**config.mk**
```make
export PLATFORM = sky130hd
export DESIGN_NAME = i2c_irq_wait_ctl
export DESIGN_NICKNAME = d
export VERILOG_FILES = /design/src/rtl/iwc_pkg.sv /design/src/rtl/iwc_bit_counter.sv /design/src/rtl/iwc_wait_sched.sv /design/src/rtl/iwc_ack_ctl.sv /design/src/rtl/i2c_irq_wait_ctl.sv
export SDC_FILE = /design/constraint.sdc
export NUM_CORES = 1
export LEC_CHECK = 0
export BUFFER_PORTS_ARGS = -buffer_cell sky130_fd_sc_hd__buf_2
export CAP_MARGIN = 20
export CORE_AREA = 5 5 42 44
export CTS_CLUSTER_DIAMETER = 50
export CTS_CLUSTER_SIZE = 24
export DETAILED_ROUTE_END_ITERATION = 8
export DIE_AREA = 0 0 47 49
export GPL_TIMING_DRIVEN = 0
export PLACE_DENSITY = 0.69
export SLEW_MARGIN = 20
export SYNTH_ARGS = -nofsm -noshare
export SYNTH_HDL_FRONTEND = slang
export SYNTH_SLANG_ARGS = --single-unit
```
**constraint.sdc**
```tcl
create_clock -name clk -period 3.8 [get_ports clk]
set_input_delay 0.76 -clock clk [delete_from_list [all_inputs] [get_ports clk]]
set_output_delay 0.76 -clock clk [all_outputs]
set_load 0.005 [all_outputs]
```
**src/rtl/iwc_pkg.sv**
```systemverilog
package iwc_pkg;

  typedef enum logic [1:0] {
    ACK_OFF    = 2'd0,
    ACK_FORCED = 2'd1,
    ACK_CONFIG = 2'd2
  } ack_mode_e;

  // Edge number of the interrupt/wait point within a frame of `frame` edges;
  // 0 means no interrupt and no wait for this frame.
  function automatic int wait_point(input int frame, input logic master,
                                    input logic addr, input logic sel_last,
                                    input logic match, input logic ext);
    int pt;
    if (!addr)       pt = sel_last ? frame : frame - 1;
    else if (master) pt = frame;
    else if (ext)    pt = frame - 1;
    else if (match)  pt = frame;
    else             pt = 0;
    return pt;
  endfunction

  // Source of the ACK level driven during the acknowledge clock.
  function automatic ack_mode_e ack_mode(input logic master, input logic addr,
                                         input logic tx, input logic match,
                                         input logic ext);
    ack_mode_e m;
    if (addr) begin
      if (master)     m = ACK_OFF;
      else if (ext)   m = ACK_CONFIG;
      else if (match) m = ACK_FORCED;
      else            m = ACK_OFF;
    end else begin
      m = tx ? ACK_OFF : ACK_CONFIG;
    end
    return m;
  endfunction

endpackage

```
**src/rtl/iwc_bit_counter.sv**
```systemverilog
module iwc_bit_counter #(
  parameter int FRAME_BITS = 9,
  parameter int CNT_W      = $clog2(FRAME_BITS + 1)
) (
  input  logic             clk,
  input  logic             rst_n,
  input  logic             scl_fall,
  input  logic             start_det,
  output logic [CNT_W-1:0] cnt_q,
  output logic [CNT_W-1:0] edge_num,
  output logic             edge_last
);

  localparam logic [CNT_W-1:0] LAST = CNT_W'(FRAME_BITS);

  assign edge_num  = cnt_q + CNT_W'(1);
  assign edge_last = scl_fall && !start_det && (edge_num == LAST);

  always_ff @(posedge clk) begin
    if (!rst_n)         cnt_q <= '0;
    else if (start_det) cnt_q <= '0;
    else if (edge_last) cnt_q <= '0;
    else if (scl_fall)  cnt_q <= edge_num;
  end

endmodule

```
**src/rtl/iwc_wait_sched.sv**
```systemverilog
module iwc_wait_sched #(
  parameter int NUM_REL = 4,
  parameter int CNT_W   = 4
) (
  input  logic               clk,
  input  logic               rst_n,
  input  logic               scl_fall,
  input  logic               start_det,
  input  logic [CNT_W-1:0]   edge_num,
  input  logic [CNT_W-1:0]   target,
  input  logic [NUM_REL-1:0] release_req,
  output logic               wait_evt,
  output logic               release_evt,
  output logic               irq_q,
  output logic               hold_q
);

  logic any_rel;

  assign any_rel     = |release_req;
  assign wait_evt    = scl_fall && !start_det && (target != '0) && (edge_num == target);
  assign release_evt = hold_q && any_rel;

  always_ff @(posedge clk) begin
    if (!rst_n) begin
      irq_q  <= 1'b0;
      hold_q <= 1'b0;
    end else begin
      irq_q <= wait_evt;
      if (wait_evt)         hold_q <= 1'b1;
      else if (release_evt) hold_q <= 1'b0;
    end
  end

endmodule

```
**src/rtl/iwc_ack_ctl.sv**
```systemverilog
module iwc_ack_ctl
  import iwc_pkg::*;
#(
  parameter int FRAME_BITS = 9,
  parameter int CNT_W      = 4
) (
  input  logic             clk,
  input  logic             rst_n,
  input  logic             scl_fall,
  input  logic             start_det,
  input  logic [CNT_W-1:0] edge_num,
  input  logic             edge_last,
  input  logic [CNT_W-1:0] target,
  input  ack_mode_e        mode,
  input  logic             ack_en,
  input  logic             release_evt,
  output logic             ack_q,
  output logic             pend_q
);

  localparam logic [CNT_W-1:0] ACK_EDGE = CNT_W'(FRAME_BITS - 1);

  logic edge_ack;

  assign edge_ack = scl_fall && !start_det && (edge_num == ACK_EDGE);

  always_ff @(posedge clk) begin
    if (!rst_n || start_det || edge_last) begin
      ack_q  <= 1'b0;
      pend_q <= 1'b0;
    end else if (edge_ack) begin
      unique case (mode)
        ACK_FORCED: begin
          ack_q  <= 1'b1;
          pend_q <= 1'b0;
        end
        ACK_CONFIG: begin
          if (target == ACK_EDGE) begin
            ack_q  <= 1'b0;
            pend_q <= 1'b1;
          end else begin
            ack_q  <= ack_en;
            pend_q <= 1'b0;
          end
        end
        default: begin
          ack_q  <= 1'b0;
          pend_q <= 1'b0;
        end
      endcase
    end else if (pend_q && release_evt) begin
      ack_q  <= ack_en;
      pend_q <= 1'b0;
    end
  end

endmodule

```
**src/rtl/i2c_irq_wait_ctl.sv**
```systemverilog
module i2c_irq_wait_ctl
  import iwc_pkg::*;
#(
  parameter int FRAME_BITS = 9,
  parameter int NUM_REL    = 4
) (
  input  logic               clk,
  input  logic               rst_n,
  input  logic               scl_fall,
  input  logic               start_det,
  input  logic               is_master,
  input  logic               addr_phase,
  input  logic               is_tx,
  input  logic               addr_match,
  input  logic               ext_code,
  input  logic               wait_sel9,
  input  logic               ack_en,
  input  logic [NUM_REL-1:0] release_req,
  output logic               irq,
  output logic               scl_hold,
  output logic               ack_drive
);

  localparam int CNT_W = $clog2(FRAME_BITS + 1);

  logic [CNT_W-1:0] cnt_q;
  logic [CNT_W-1:0] edge_num;
  logic             edge_last;
  logic [CNT_W-1:0] target;
  ack_mode_e        mode;
  logic             wait_evt;
  logic             release_evt;
  logic             pend_q;

  assign target = CNT_W'(wait_point(FRAME_BITS, is_master, addr_phase,
                                    wait_sel9, addr_match, ext_code));
  assign mode   = ack_mode(is_master, addr_phase, is_tx, addr_match, ext_code);

  iwc_bit_counter #(.FRAME_BITS(FRAME_BITS), .CNT_W(CNT_W)) u_cnt (
    .clk       (clk),
    .rst_n     (rst_n),
    .scl_fall  (scl_fall),
    .start_det (start_det),
    .cnt_q     (cnt_q),
    .edge_num  (edge_num),
    .edge_last (edge_last)
  );

  iwc_wait_sched #(.NUM_REL(NUM_REL), .CNT_W(CNT_W)) u_sched (
    .clk         (clk),
    .rst_n       (rst_n),
    .scl_fall    (scl_fall),
    .start_det   (start_det),
    .edge_num    (edge_num),
    .target      (target),
    .release_req (release_req),
    .wait_evt    (wait_evt),
    .release_evt (release_evt),
    .irq_q       (irq),
    .hold_q      (scl_hold)
  );

  iwc_ack_ctl #(.FRAME_BITS(FRAME_BITS), .CNT_W(CNT_W)) u_ack (
    .clk         (clk),
    .rst_n       (rst_n),
    .scl_fall    (scl_fall),
    .start_det   (start_det),
    .edge_num    (edge_num),
    .edge_last   (edge_last),
    .target      (target),
    .mode        (mode),
    .ack_en      (ack_en),
    .release_evt (release_evt),
    .ack_q       (ack_drive),
    .pend_q      (pend_q)
  );

endmodule

```
==> results of run 1 <==
==> critical path, stage by stage <==
cell	delay (ps)
buf_2	100
or4_4	530
nand3_2	100
mux2_2	320
nor2_1	120
nor3_2	40
==> routing by layer <==
metal	GRT usage (%)	up-vias
met5	0	-
met4	1.38	0
met3	5.54	0
met2	21.3	9
met1	14.4	221
li1	-	274
==> path summary, 6_finish.rpt <==
kind | start | end | slack, ps | cells past startpoint
worst min register to register | u_sched.hold_q | u_sched.hold_q | 480 | 2
worst min-delay path | u_sched.hold_q | u_sched.hold_q | 480 | 2
worst max register to register | u_cnt.cnt_q[0] | u_ack.ack_q | 2010 | 6
worst max-delay path | release_req[1] | u_ack.ack_q | 1950 | 6
==> kinds of logic (layout without fill, tap and decap cells) <==
family / Yosys count / in the layout
AND/OR/NAND/NOR: 29 / 29
AO/OA/AOI/OAI: 11 / 11
flip-flops: 8 / 8
buffers and inverters: 7 / 26
adder cells (fa/ha/maj): 5 / 5
XOR/XNOR: 4 / 4
multiplexers: 3 / 3
==> power by group through the flow <==
stage / clock, mW / combinational [mW] / sequential, mW
after floorplan: 0 / 0.0123 / 0.0875
after global placement: 0 / 0.0225 / 0.0879
after detailed placement: 0 / 0.0228 / 0.0880
after CTS: 0.0662 / 0.0230 / 0.0862
after global routing: 0.0715 / 0.0262 / 0.0863
final: 0.0627 / 0.0227 / 0.0862
==> cell type report <==
cell class                 instances  area, um2
multi-input combinational         52        382
clock buffer                       3       22.5
fill                             139        708
tap                               16       20.0
inverter                           5       18.8
sequential                         8        160
buffer                             2       10.0
timing repair buffer              16       80.1
==> placed cells by master (no fill, tap or decap) <==
master	n
buf_2	18
dfxtp_1	8
nand2_1	6
nor2_1	6
inv_1	5
ha_1	5
o21ai_0	4
nand3b_1	3
xor2_1	3
nand3_1	3
clkbuf_4	3
mux2i_1	2
a21oi_1	2
nor2b_1	1
and3_1	1
and2_4	1
a21oi_2	1
a311o_1	1
nand4b_1	1
nor4bb_1	1
or4_4	1
nand3_2	1
xnor2_1	1
or3b_1	1
o2111ai_1	1
nor4b_1	1
nand2b_1	1
o311a_1	1
mux2_2	1
nor3_2	1
o21bai_1	1
==> flip-flops by register name, summed over array words and instances, names as in the netlist <==
signal          flops
u_ack.ack_q         1
u_sched.irq_q       1
u_ack.pend_q        1
u_sched.hold_q      1
u_cnt.cnt_q         4
==> metrics by stage <==
stage,worst slack [ps],hold WS [ps]
floorplan,1840,472
global placement,1700,465
detailed placement,1680,483
CTS,1940,490
global route,1780,520
finish,1950,482
==> summary.txt, run 1 <==
Adder-Cell Fraction of Synth Area = 11.0%
Post-synth top cells = dfxtp_1 (8), nand2_1 (6), nor2_1 (6), ha_1 (5), inv_1 (5)
ant diodes = 0
Root Driver = clkbuf_4
Switching Share = 22.9%
H-tree levels = 1
Port Buffer Count = 16
share of cells above drive strength 1 = 31.4%
largest family of logic cells by synthesized area = simple AND/OR/NAND/NOR gates
Avg Cell Area, Syn = 8.52 um2
Ys Warns = 0
post-synthesis simple-gate area fraction = 31.1%
async set or reset register ratio after synthesis = 0%
DP Area = 671 um2
P_leak = 0.305 nW
Syn-to-layout area delta = 21.5%
CTS Buf Count = 3
IO Pins = 18
Mapped Area = 571 um2
Peak VDD IR = 0.161 mV
Yosys top cell area share = 28.1%
Worst Hold Class = reg2reg
drt first pass iters = 1
Die Span X = 47 um
first-pass GRT wire length = 2200 um
Power Total = 0.172 mW
CTS Buffer Depth = 2
Core Footprint = 1400 um2
Setup violations, final = 0
most common cell in the synthesized netlist = dfxtp_1
CTS tree = built
largest net degree at the start of global routing = 9
post-detail-place hpwl = 996 um
# resized after CTS = 0
Clock Pin Slew Worst Setup and Hold Paths = 50 ps
Synth Area in XOR/XNOR = 6.14%
sequential cell area fraction in the yosys report = 28.1%
CP arrival = 1980 ps
row cnt = 14
vias in the first global route = 536
total global-route track usage = 12.5%
CP Class = in2reg
postcts setup bufs = 0
post-route setup TNS = 0 ps
Cells after Synth = 67
Initial DRC Count = 0
clock latency on the worst-skew pair = 250 ps
sequential power share = 50.3%
crit share post-route = 48.7%
grt total ovfl = 0
worst-path fanout max = 2
max cap viols = 0
nets = 108
Util after Layout = 49.5%
drc violations = 0
area fraction in compound gates after synthesis = 13.2%
Via-to-Cell Ratio = 4.94
Main synth FF type = dfxtp_1
critical path launch point type = input port
Setup crit end kind = flop
fin area = 693 um2
final hold violation count = 0
DR WL/cell = 11.3 um
initial antenna violation count = 0
Post-synth EDFFs = 0
top sig layer = met3
Final Slew Violations = 0
synth unique cells = 30
final clock skew = 0.687 ps
hold_buf cts = 0
Starting Density = 40.7%
post-synthesis mux area share = 5.48%
dominant cells by area after synthesis = dfxtp_1 (28%), ha_1 (11%), xor2_1 (4.6%)
ANT nets after route = 0
worst slew pin tran = 420 ps
RSZ-0062 raised after global routing = no
Vias = 504
Die Span Y = 49 um
run status = finished, final reports clean
Clock power frac = 36.5%
die area = 2300 um2
length of routed wiring on met1 = 467 um
Post-Place Cells = 99
combinational share of power = 13.2%
Slew Limit Headroom = 71.7%
WL final = 1160 um
WL met2 = 628 um
Cell Int Power = 0.132 mW
fin crit period = 1850 ps
maximum operating frequency = 541 MHz
Req. time, crit path = 3930 ps
Yosys reg bits = 8
CTS Sinks = 8
gpl congestion = 0.902
PD cells = 248 nW/um2
metal3 WL = 58 um
cell accounting for the most synthesized area = dfxtp_1
Net Count, Synth = 87
Cell Count, Final, Fillers Out = 102
Net Sw Power = 0.0393 mW
Power figures use the tool's default switching activity.
==> inputs of run 2 (changes only) <==
Settings changed: CORE_AREA 5 5 42 44 to 5 5 43 45, DIE_AREA 0 0 47 49 to 0 0 48 50, PLACE_DENSITY 0.69 to 0.68.
Clock period 3.8 ns to 1.5 ns, I/O delays scaled along.
==> summary.txt, run 2 (same netlist as run 1, synthesis figures left out) <==
run status = finished, violations left
failing checks = negative setup slack
Util after Layout = 55.1% (+5.7 points)
Worst Hold Class = in2reg
Core Footprint = 1440 um2 (+2.5%)
largest net degree at the start of global routing = 9 (unchanged)
GRT busiest layer = met2
Post-Place Cells = 99 (unchanged)
Slew Limit Headroom = 77.8% (+6.1 points)
nets = 114 (+5.6%)
Req. time, crit path = 1680 ps (-2250 ps)
hold_buf cts = 0 (unchanged)
IO Pins = 18 (unchanged)
DR WL/cell = 11.6 um (+2.5%)
CTS Sinks = 8 (unchanged)
critical path launch point type = flop
fin worst setup slack = -60.5 ps (-2010 ps)
Syn-to-layout area delta = 38.8%
CP arrival = 1740 ps (-240 ps)
Via-to-Cell Ratio = 5.15 (+4.2%)
row cnt = 14 (unchanged)
Port Buffer Count = 16 (unchanged)
total global-route track usage = 11.6% (-0.85 points)
final hold violation count = 0 (unchanged)
H-tree levels = 1 (unchanged)
CTS Buffer Depth = 2 (unchanged)
Vias = 556 (+10%)
worst-path fanout max = 6 (+4)
die area = 2400 um2 (+4.2%)
met2 Use GR = 18.9% (-2.3 points)
Final Slew Violations = 0 (unchanged)
max cap viols = 0 (unchanged)
Cell Count, Final, Fillers Out = 108 (+5.9%)
RSZ-0062 raised after global routing = yes
PD cells = 562 nW/um2 (+130%)
GRT met3 Usage = 5.45% (-0.081 points)
Clock Pin Slew Worst Setup and Hold Paths = 50 ps (about the same)
Root Driver = clkbuf_4
drc violations = 0 (unchanged)
vias in the first global route = 526 (-1.9%)
Setup crit end kind = flop
first-pass GRT wire length = 2080 um (-5.7%)
fin area = 792 um2 (+14%)
share of cells above drive strength 1 = 46.7% (+15 points)
CTS tree = built
grt total ovfl = 0 (unchanged)
clock latency on the worst-skew pair = 250 ps (about the same)
Setup violations, final = 6 (+6)
fin crit period = 1560 ps
commonest non-fill, non-tap cells in the layout = buf_2 (18), nand2_1 (6), buf_4 (6), dfxtp_1 (6)
drt first pass iters = 4 (+3)
WL final = 1250 um (+8.5%)
crit share post-route = 104%
ant diodes = 0 (unchanged)
max FFs per register = 4 (unchanged)
final clock skew = 0.354 ps (-0.333 ps)
worst slew pin tran = 330 ps (-89.9 ps)
gpl congestion = 0.803 (-11%)
Peak VDD IR = 0.692 mV (+330%)
Die Span X = 48 um (+2.1%)
CTS Buf Count = 3 (unchanged)
most common cell after layout, fill and taps aside = buf_2
Initial DRC Count = 7 (+7)
DP Area = 677 um2 (+0.93%)
ANT nets after route = 0 (unchanged)
fillers = 138 (-0.72%)
Most flops, register = u_cnt.cnt_q
Starting Density = 39.7% (-0.99 points)
post-detail-place hpwl = 961 um (-3.6%)
Fin Hold WS = 319 ps (-163 ps)
P_leak = 0.342 nW (+12%)
initial antenna violation count = 0 (unchanged)
maximum operating frequency = 641 MHz
Die Span Y = 50 um (+2.0%)
CP Class = reg2reg
pre-CTS setup slack = -134 ps (-1810 ps)
met1 Usage GRT = 14.0% (-0.40 points)
==> run 2: per-stage QoR <==
step           TNS (ps)  power (mW)
2_1_floorplan         0       0.253
3_3_place_gp       -576       0.279
3_5_place_dp       -723       0.282
4_1_cts            -438       0.450
5_1_grt            -550       0.477
6_report           -287       0.445
==> run 2: area by class of cell <==
cell class	instances	area [um2]	share of cell area, %
Timing Repair Buffer	22	125	15.8
Inverter	5	18.8	2.37
Tap cell	16	20.0	2.53
Buffer	2	10.0	1.26
Clock buffer	3	22.5	2.84
Sequential cell	8	168	21.2
Multi-Input combinational cell	52	428	54.0
==> run 2: power by group <==
part / switching (mW) / leakage [nW] / total (mW) / internal, mW
Clock: 0.0686 / 0.0138 / 0.160 / 0.0912
Sequential: 0.00347 / 0.0661 / 0.216 / 0.213
Combinational: 0.0330 / 0.262 / 0.0689 / 0.0359
==> run 2: final timing paths <==
kind                        from             end  slack [ps]  cells past startpoint
setup / recovery  u_cnt.cnt_q[0]     u_ack.ack_q         -60                      6
hold / removal             rst_n  u_sched.hold_q         320                      3
setup reg to reg  u_cnt.cnt_q[0]     u_ack.ack_q         -60                      6
hold reg to reg   u_sched.hold_q  u_sched.hold_q         480                      2
==> run 2: per-layer routing <==
metal / up-vias / share of wire (%)
met5: - / 0
met4: 0 / 0.48
met3: 2 / 8.4
met2: 14 / 50
met1: 253 / 41
li1: 287 / -
==> run 2: worst max-delay path: stages, from the launching register on <==
cell,delay (ps)
dfxtp_4,360
ha_4,170
and2_4,160
a21oi_2,140
mux2i_1,100
a311o_2,450
nor3_2,120
==> run 2: repair_timing <==
item / 4_1_cts / 5_1_grt
pin swaps: 5 / 4
endpoints found under the setup margin: 7 / 8
resized for setup: 5 / 6
buffers inserted: 4 / 2
